<file path="src/rtl/pe_route_pkg.sv">
package pe_route_pkg;

  typedef enum logic [2:0] {
    DIR_LEFT  = 3'd0,
    DIR_RIGHT = 3'd1,
    DIR_NORTH = 3'd2,
    DIR_SOUTH = 3'd3,
    DIR_EAST  = 3'd4,
    DIR_WEST  = 3'd5,
    DIR_PASSA = 3'd6,
    DIR_PASSB = 3'd7
  } routeDir_e;

  typedef struct packed {
    logic      loadIn;
    logic      routeNow;
    logic      wrap;
    routeDir_e dir;
  } ctrlStrobes_t;

endpackage

</file>
<file path="src/rtl/pe_route_ctrl.sv">
module pe_route_ctrl
  import pe_route_pkg::*;
(
  input  logic         clk,
  input  logic         rstN,
  input  logic         wrEn,
  input  logic         routeGo,
  input  logic [2:0]   routeDir,
  input  logic         wrapEn,
  output ctrlStrobes_t strb,
  output logic         rdValid
);

  always_comb begin
    strb.loadIn   = wrEn;
    strb.routeNow = routeGo;
    strb.wrap     = wrapEn;
    strb.dir      = routeDir_e'(routeDir);
  end

  always_ff @(posedge clk) begin
    if (!rstN) rdValid <= 1'b0;
    else       rdValid <= routeGo;
  end

endmodule

</file>
<file path="src/rtl/pe_route_dp.sv">
module pe_route_dp
  import pe_route_pkg::*;
#(
  parameter int ROWS   = 4,
  parameter int COLS   = 4,
  parameter int LANE_W = 8
) (
  input  logic                       clk,
  input  logic                       rstN,
  input  ctrlStrobes_t               strb,
  input  logic [ROWS*COLS-1:0]       peActive,
  input  logic [ROWS*COLS*LANE_W-1:0] wrData,
  output logic [ROWS*COLS*LANE_W-1:0] inView,
  output logic [ROWS*COLS*LANE_W-1:0] rdData
);

  localparam int NUM_PE = ROWS * COLS;
  localparam int BUS_W  = NUM_PE * LANE_W;

  logic [BUS_W-1:0] inReg;
  logic [BUS_W-1:0] outReg;
  logic [BUS_W-1:0] routed;

  genvar d;
  generate
    for (d = 0; d < NUM_PE; d++) begin : g_lane
      localparam int ROW = d / COLS;
      localparam int COL = d % COLS;
      // source lane and edge flag for each direction
      localparam int  SRC_R  = (d > 0) ? d - 1 : NUM_PE - 1;
      localparam bit  EDGE_R = (d == 0);
      localparam int  SRC_L  = (d < NUM_PE - 1) ? d + 1 : 0;
      localparam bit  EDGE_L = (d == NUM_PE - 1);
      localparam int  SRC_E  = (COL > 0) ? d - 1 : ROW * COLS + COLS - 1;
      localparam bit  EDGE_E = (COL == 0);
      localparam int  SRC_W  = (COL < COLS - 1) ? d + 1 : ROW * COLS;
      localparam bit  EDGE_W = (COL == COLS - 1);
      localparam int  SRC_S  = (ROW > 0) ? d - COLS : d + (ROWS - 1) * COLS;
      localparam bit  EDGE_S = (ROW == 0);
      localparam int  SRC_N  = (ROW < ROWS - 1) ? d + COLS : COL;
      localparam bit  EDGE_N = (ROW == ROWS - 1);

      logic [LANE_W-1:0] laneVal;

      always_comb begin
        case (strb.dir)
          DIR_RIGHT: laneVal = (EDGE_R && !strb.wrap) ? '0 : inReg[SRC_R*LANE_W +: LANE_W];
          DIR_LEFT:  laneVal = (EDGE_L && !strb.wrap) ? '0 : inReg[SRC_L*LANE_W +: LANE_W];
          DIR_EAST:  laneVal = (EDGE_E && !strb.wrap) ? '0 : inReg[SRC_E*LANE_W +: LANE_W];
          DIR_WEST:  laneVal = (EDGE_W && !strb.wrap) ? '0 : inReg[SRC_W*LANE_W +: LANE_W];
          DIR_SOUTH: laneVal = (EDGE_S && !strb.wrap) ? '0 : inReg[SRC_S*LANE_W +: LANE_W];
          DIR_NORTH: laneVal = (EDGE_N && !strb.wrap) ? '0 : inReg[SRC_N*LANE_W +: LANE_W];
          default:   laneVal = inReg[d*LANE_W +: LANE_W];
        endcase
      end

      assign routed[d*LANE_W +: LANE_W] = laneVal;

      always_ff @(posedge clk) begin
        if (!rstN)
          inReg[d*LANE_W +: LANE_W] <= '0;
        else if (strb.loadIn && peActive[d])
          inReg[d*LANE_W +: LANE_W] <= wrData[d*LANE_W +: LANE_W];
      end
    end
  endgenerate

  always_ff @(posedge clk) begin
    if (!rstN)              outReg <= '0;
    else if (strb.routeNow) outReg <= routed;
  end

  assign inView = inReg;
  assign rdData = outReg;

endmodule

</file>
<file path="src/rtl/pe_route_net.sv">
module pe_route_net
  import pe_route_pkg::*;
#(
  parameter int ROWS   = 4,
  parameter int COLS   = 4,
  parameter int LANE_W = 8
) (
  input  logic                        clk,
  input  logic                        rstN,
  input  logic                        wrEn,
  input  logic [ROWS*COLS-1:0]        peActive,
  input  logic [ROWS*COLS*LANE_W-1:0] wrData,
  input  logic                        routeGo,
  input  logic [2:0]                  routeDir,
  input  logic                        wrapEn,
  output logic [ROWS*COLS*LANE_W-1:0] rdData,
  output logic                        rdValid
);

  ctrlStrobes_t                  strb;
  logic [ROWS*COLS*LANE_W-1:0]   inView;

  pe_route_ctrl u_ctrl (
    .clk     (clk),
    .rstN    (rstN),
    .wrEn    (wrEn),
    .routeGo (routeGo),
    .routeDir(routeDir),
    .wrapEn  (wrapEn),
    .strb    (strb),
    .rdValid (rdValid)
  );

  pe_route_dp #(.ROWS(ROWS), .COLS(COLS), .LANE_W(LANE_W)) u_dp (
    .clk     (clk),
    .rstN    (rstN),
    .strb    (strb),
    .peActive(peActive),
    .wrData  (wrData),
    .inView  (inView),
    .rdData  (rdData)
  );

endmodule

</file>
<file path="config.mk">
export PLATFORM = sky130hd
export DESIGN_NAME = pe_route_net
export DESIGN_NICKNAME = d
export VERILOG_FILES = /design/src/rtl/pe_route_pkg.sv /design/src/rtl/pe_route_ctrl.sv /design/src/rtl/pe_route_dp.sv /design/src/rtl/pe_route_net.sv
export SDC_FILE = /design/constraint.sdc
export NUM_CORES = 1
export LEC_CHECK = 0
export BUFFER_PORTS_ARGS = -buffer_cell sky130_fd_sc_hd__buf_4
export CAP_MARGIN = 10
export CELL_PAD_IN_SITES_DETAIL_PLACEMENT = 0
export CELL_PAD_IN_SITES_GLOBAL_PLACEMENT = 2
export CORE_MARGIN = 4
export CORE_UTILIZATION = 25
export DETAILED_ROUTE_END_ITERATION = 8
export PLACE_DENSITY = 0.67
export SYNTH_ARGS = -nofsm -noshare
export SYNTH_HDL_FRONTEND = slang
export SYNTH_SLANG_ARGS = --single-unit
</file>
<file path="constraint.sdc">
create_clock -name clk -period 3.7 [get_ports clk]
set_input_delay 0.74 -clock clk [delete_from_list [all_inputs] [get_ports clk]]
set_output_delay 0.74 -clock clk [all_outputs]
set_load 0.01 [all_outputs]
</file>
==> summary.md <==
| Metric | Value |
|---|---|
| Status | `finished clean` |
| Register cell area after layout | `0.00514 mm^2` |
| EDFF count, synth | `0` |
| CTS tree | `yes` |
| Hold endpoint | `u_dp.inView[95]$_SDFFE_PN0P_` |
| Post-synth top flop | `dfxtp_1` |
| Dpl cells | `2763` |
| Critical path class | `input port to flop` |
| Post-layout nets | `2183` |
| Area Growth Syn to Fin | `25.0%` |
| Highest routed layer | `met4` |
| Crit path max-delay cell type | `nor3_1` |
| Layout cells sized above 1 | `21.9%` |
| Pre-antenna DRT Iters | `8` |
| DP HPWL | `59.1 mm` |
| Least-Margin Pin Slew | `1.29 ns` |
| Hold Path Stages | `3` |
| # DRC | `0` |
| Vias in the first global route | `15700` |
| Worst-path cell chain | `buf_4, buf_4, nor3_1, o21ai_0, o2111ai_1, o211a_1` |
| Seq/Total Area, Yosys | `35.0%` |
| Largest net degree at the start of global routing | `99` |
| Reg2Reg Depth | `4` |
| # rows | `88` |
| Clk_skew | `0.0133 ns` |
| Maximum capacitance violations | `0` |
| Yosys Warn Count | `0` |
| Reg2reg start | `u_dp.inView[125]$_SDFFE_PN0P_` |
| Filler cells | `6182` |
| Wire length on met3 | `6.86 mm` |
| GRT Total Usage | `25.4%` |
| Placer's final routability congestion estimate | `0.941` |
| Final Hold Fails | `0` |
| Max incr delay on CP | `1.05 ns` |
| WL met1 | `36.4 mm` |
| Post-CTS Setup Bufs | `0` |
| Most used cell, CP | `buf_4` |
| Syn Inst Count | `1874` |
| PD cells | `426 mW/mm^2` |
| Clock-pin slew on the worst setup and hold paths | `0.06 ns` |
| Required time worst endpoint | `4.23 ns` |
| Routed vias/inst | `5.82` |
| Final period util | `69.7%` |
| Number of synthesized register bits | `257` |
| Max-slew headroom | `13.3%` |
| Setup ws final | `1.12 ns` |
| Min cycle time layout | `2.58 ns` |
| Post-cts repair resize count | `0` |
| # port buffers | `280` |
| Grt ovf | `0` |
| Global-route wire length before repair | `119 mm` |
| Area fraction of the dominant cell type after synthesis | `35.0%` |
| Worst reg-to-reg setup slack | `1.94 ns` |
| Initial drt markers | `2240` |
| Syn Std Cell Area | `0.0147 mm^2` |
| Top delay family on crit path | `simple AND/OR/NAND/NOR gates` |
| Hold crit path type | `input port to flop` |
| # IOs | `281` |
| # setup viols final | `0` |
| Core footprint | `0.0580 mm^2` |
| Area of the multi-input gates | `0.00867 mm^2` |
| LEAKAGE | `7.16 nW` |
| CTS sink count | `257` |
| Via count | `16400` |
| Antenna-violating nets left | `0` |
| Dpl ws | `0.709 ns` |
| Fin util | `31.7%` |
| Wirelength, routed | `84.7 mm` |
| Routed wire per std cell | `30.0 um` |
| Worst Setup End Kind | `flop` |
| Die Y | `251 um` |
| Initial antenna violation count | `3` |
| Crit Path Max Fanout | `60` |
| CTS buffer count | `31` |
| Metal2 WL | `37.9 mm` |
| Hold Path Origin | `wrData[95]` |
| Later-pin clock latency in the skew report | `0.59 ns` |
| Die width | `251 um` |
| Initial Util | `25.4%` |
| Post-Layout Cell Count | `2824` |
| VDD IR max | `0.000337 V` |
| Largest cells by area after synthesis | `dfxtp_1, nand2_1, a21boi_0` |
| H-tree levels | `1` |
| Worst EP arrival | `3.11 ns` |
| Fmax | `388 MHz` |
| Clock tree buffer depth | `3` |
| Setup TNS | `0 ns` |
| CP startpoint kind | `input port` |
| Yosys cell types | `57` |
| Synth Area per Inst | `7.85 um^2` |
| Asr flop ratio synth | `0%` |
| Cts-stage hold buffer count | `0` |
| FF-to-FF End | `u_dp.rdData[29]$_SDFFE_PN0P_` |
| Crit path buffers/inverters | `2` |
| Die area | `0.0628 mm^2` |
| Cell taking the most area after synthesis | `dfxtp_1` |
| RSZ-0062 raised after global routing | `false` |
| Fin. max-slew vios | `0` |
| Syn Nets | `2026` |
| Root Buffer | `clkbuf_16` |
## state kept, by name, summed over array words and instances, names as in the netlist
signal / count
u_dp.rdData: 128
u_dp.inView: 128
u_ctrl.rdValid: 1
## logic make-up (layout without fill, tap and decap cells)
group / after synthesis / count (layout) / synth area share (%)
DFF: 257 / 257 / 35.0
and+or+nand+nor: 638 / 638 / 19.6
buffers and inverters: 204 / 382 / 6.39
muxes: 44 / 44 / 3.37
other: 0 / 7 / 0
AOI/OAI and AO/OA: 729 / 729 / 35.5
xor gates and xnor gates: 2 / 2 / 0.221
## worst register-to-register path, stage by stage, from the launching register on
cell,delay (ns)
dfxtp_1,0.57
nand3_1,0.19
o21ai_0,0.10
a222oi_1,0.59
o21ai_0,0.18
## report_power, final
group / total [W] / leakage, nW / internal [W] / switching [W]
Sequential: 0.00328 / 2.10 / 0.00291 / 0.000376
Combinational: 0.00122 / 4.53 / 0.000524 / 0.000693
Clock: 0.00334 / 0.532 / 0.00202 / 0.00132
## cell usage in the layout, fill, tap and decap left out, drive strengths merged, types with 2 or more instances in the layout
| cell type | instances |
|---|---|
| inv | 7 |
| clkinv | 4 |
| a311oi | 8 |
| a21o | 68 |
| and2 | 5 |
| o21ai | 176 |
| diode | 7 |
| a222oi | 27 |
| nor2b | 43 |
| a211oi | 12 |
| o31ai | 13 |
| nand2 | 359 |
| a22o | 4 |
| buf | 323 |
| and3 | 42 |
| a21oi | 32 |
| clkbuf | 41 |
| o21a | 21 |
| mux2 | 44 |
| a22oi | 45 |
| a32oi | 22 |
| nand2b | 17 |
| o221a | 15 |
| a21boi | 130 |
| o221ai | 48 |
| a31oi | 57 |
| and3b | 3 |
| nor2 | 34 |
| clkinvlp | 2 |
| o211a | 24 |
| nand3 | 130 |
| bufinv | 5 |
| a221oi | 10 |
| dfxtp | 257 |
| a2bb2oi | 2 |
| o2111ai | 8 |
| and4b | 2 |
## cells in the mapped netlist, types with 45 or more instances
master / n
clkbuf_1: 109
nand3_1: 130
a21boi_0: 128
o21ai_1: 49
a31oi_1: 57
a21o_1: 68
buf_2: 58
a22oi_1: 45
nand2_1: 358
dfxtp_1: 257
o221ai_1: 48
o21ai_0: 127
## layer usage
| metal | vias to the layer above | track usage [%] |
|---|---|---|
| met5 | - | 0 |
| met4 | 0 | 10.3 |
| met3 | 187 | 3.96 |
| met2 | 900 | 39.9 |
| met1 | 8102 | 35.0 |
| li1 | 7258 | - |
## worst max path at each step
stage | start | end | depth (start not counted)
5_1_grt | routeDir[2] | u_dp.rdData[103]$_SDFFE_PN0P_ | 6
2_1_floorplan | routeDir[1] | u_dp.rdData[120]$_SDFFE_PN0P_ | 6
3_5_place_dp | routeDir[2] | u_dp.rdData[99]$_SDFFE_PN0P_ | 6
3_3_place_gp | routeDir[2] | u_dp.rdData[22]$_SDFFE_PN0P_ | 5
4_1_cts | routeDir[2] | u_dp.rdData[99]$_SDFFE_PN0P_ | 6
6_report | routeDir[2] | u_dp.rdData[99]$_SDFFE_PN0P_ | 6
## through the flow
stage	hold slack (ns)	power, W	instance area, um^2
floorplan	0.471	0.00382	14700
global placement	0.444	0.00452	17300
detailed placement	0.448	0.00453	17300
CTS	0.403	0.00789	18400
global route	0.418	0.00809	18400
finish	0.430	0.00784	18400
## layout make-up
| class | count | area share [%] |
|---|---|---|
| antenna | 7 | 0.0952 |
| sequential | 257 | 28.0 |
| inverter | 5 | 0.102 |
| clock inverter | 13 | 1.14 |
| clock buffer | 41 | 4.80 |
| tap | 765 | 5.20 |
| multi-input combinational | 1413 | 47.1 |
| timing repair buffer | 323 | 13.6 |
(Power assumes the default switching activity.)
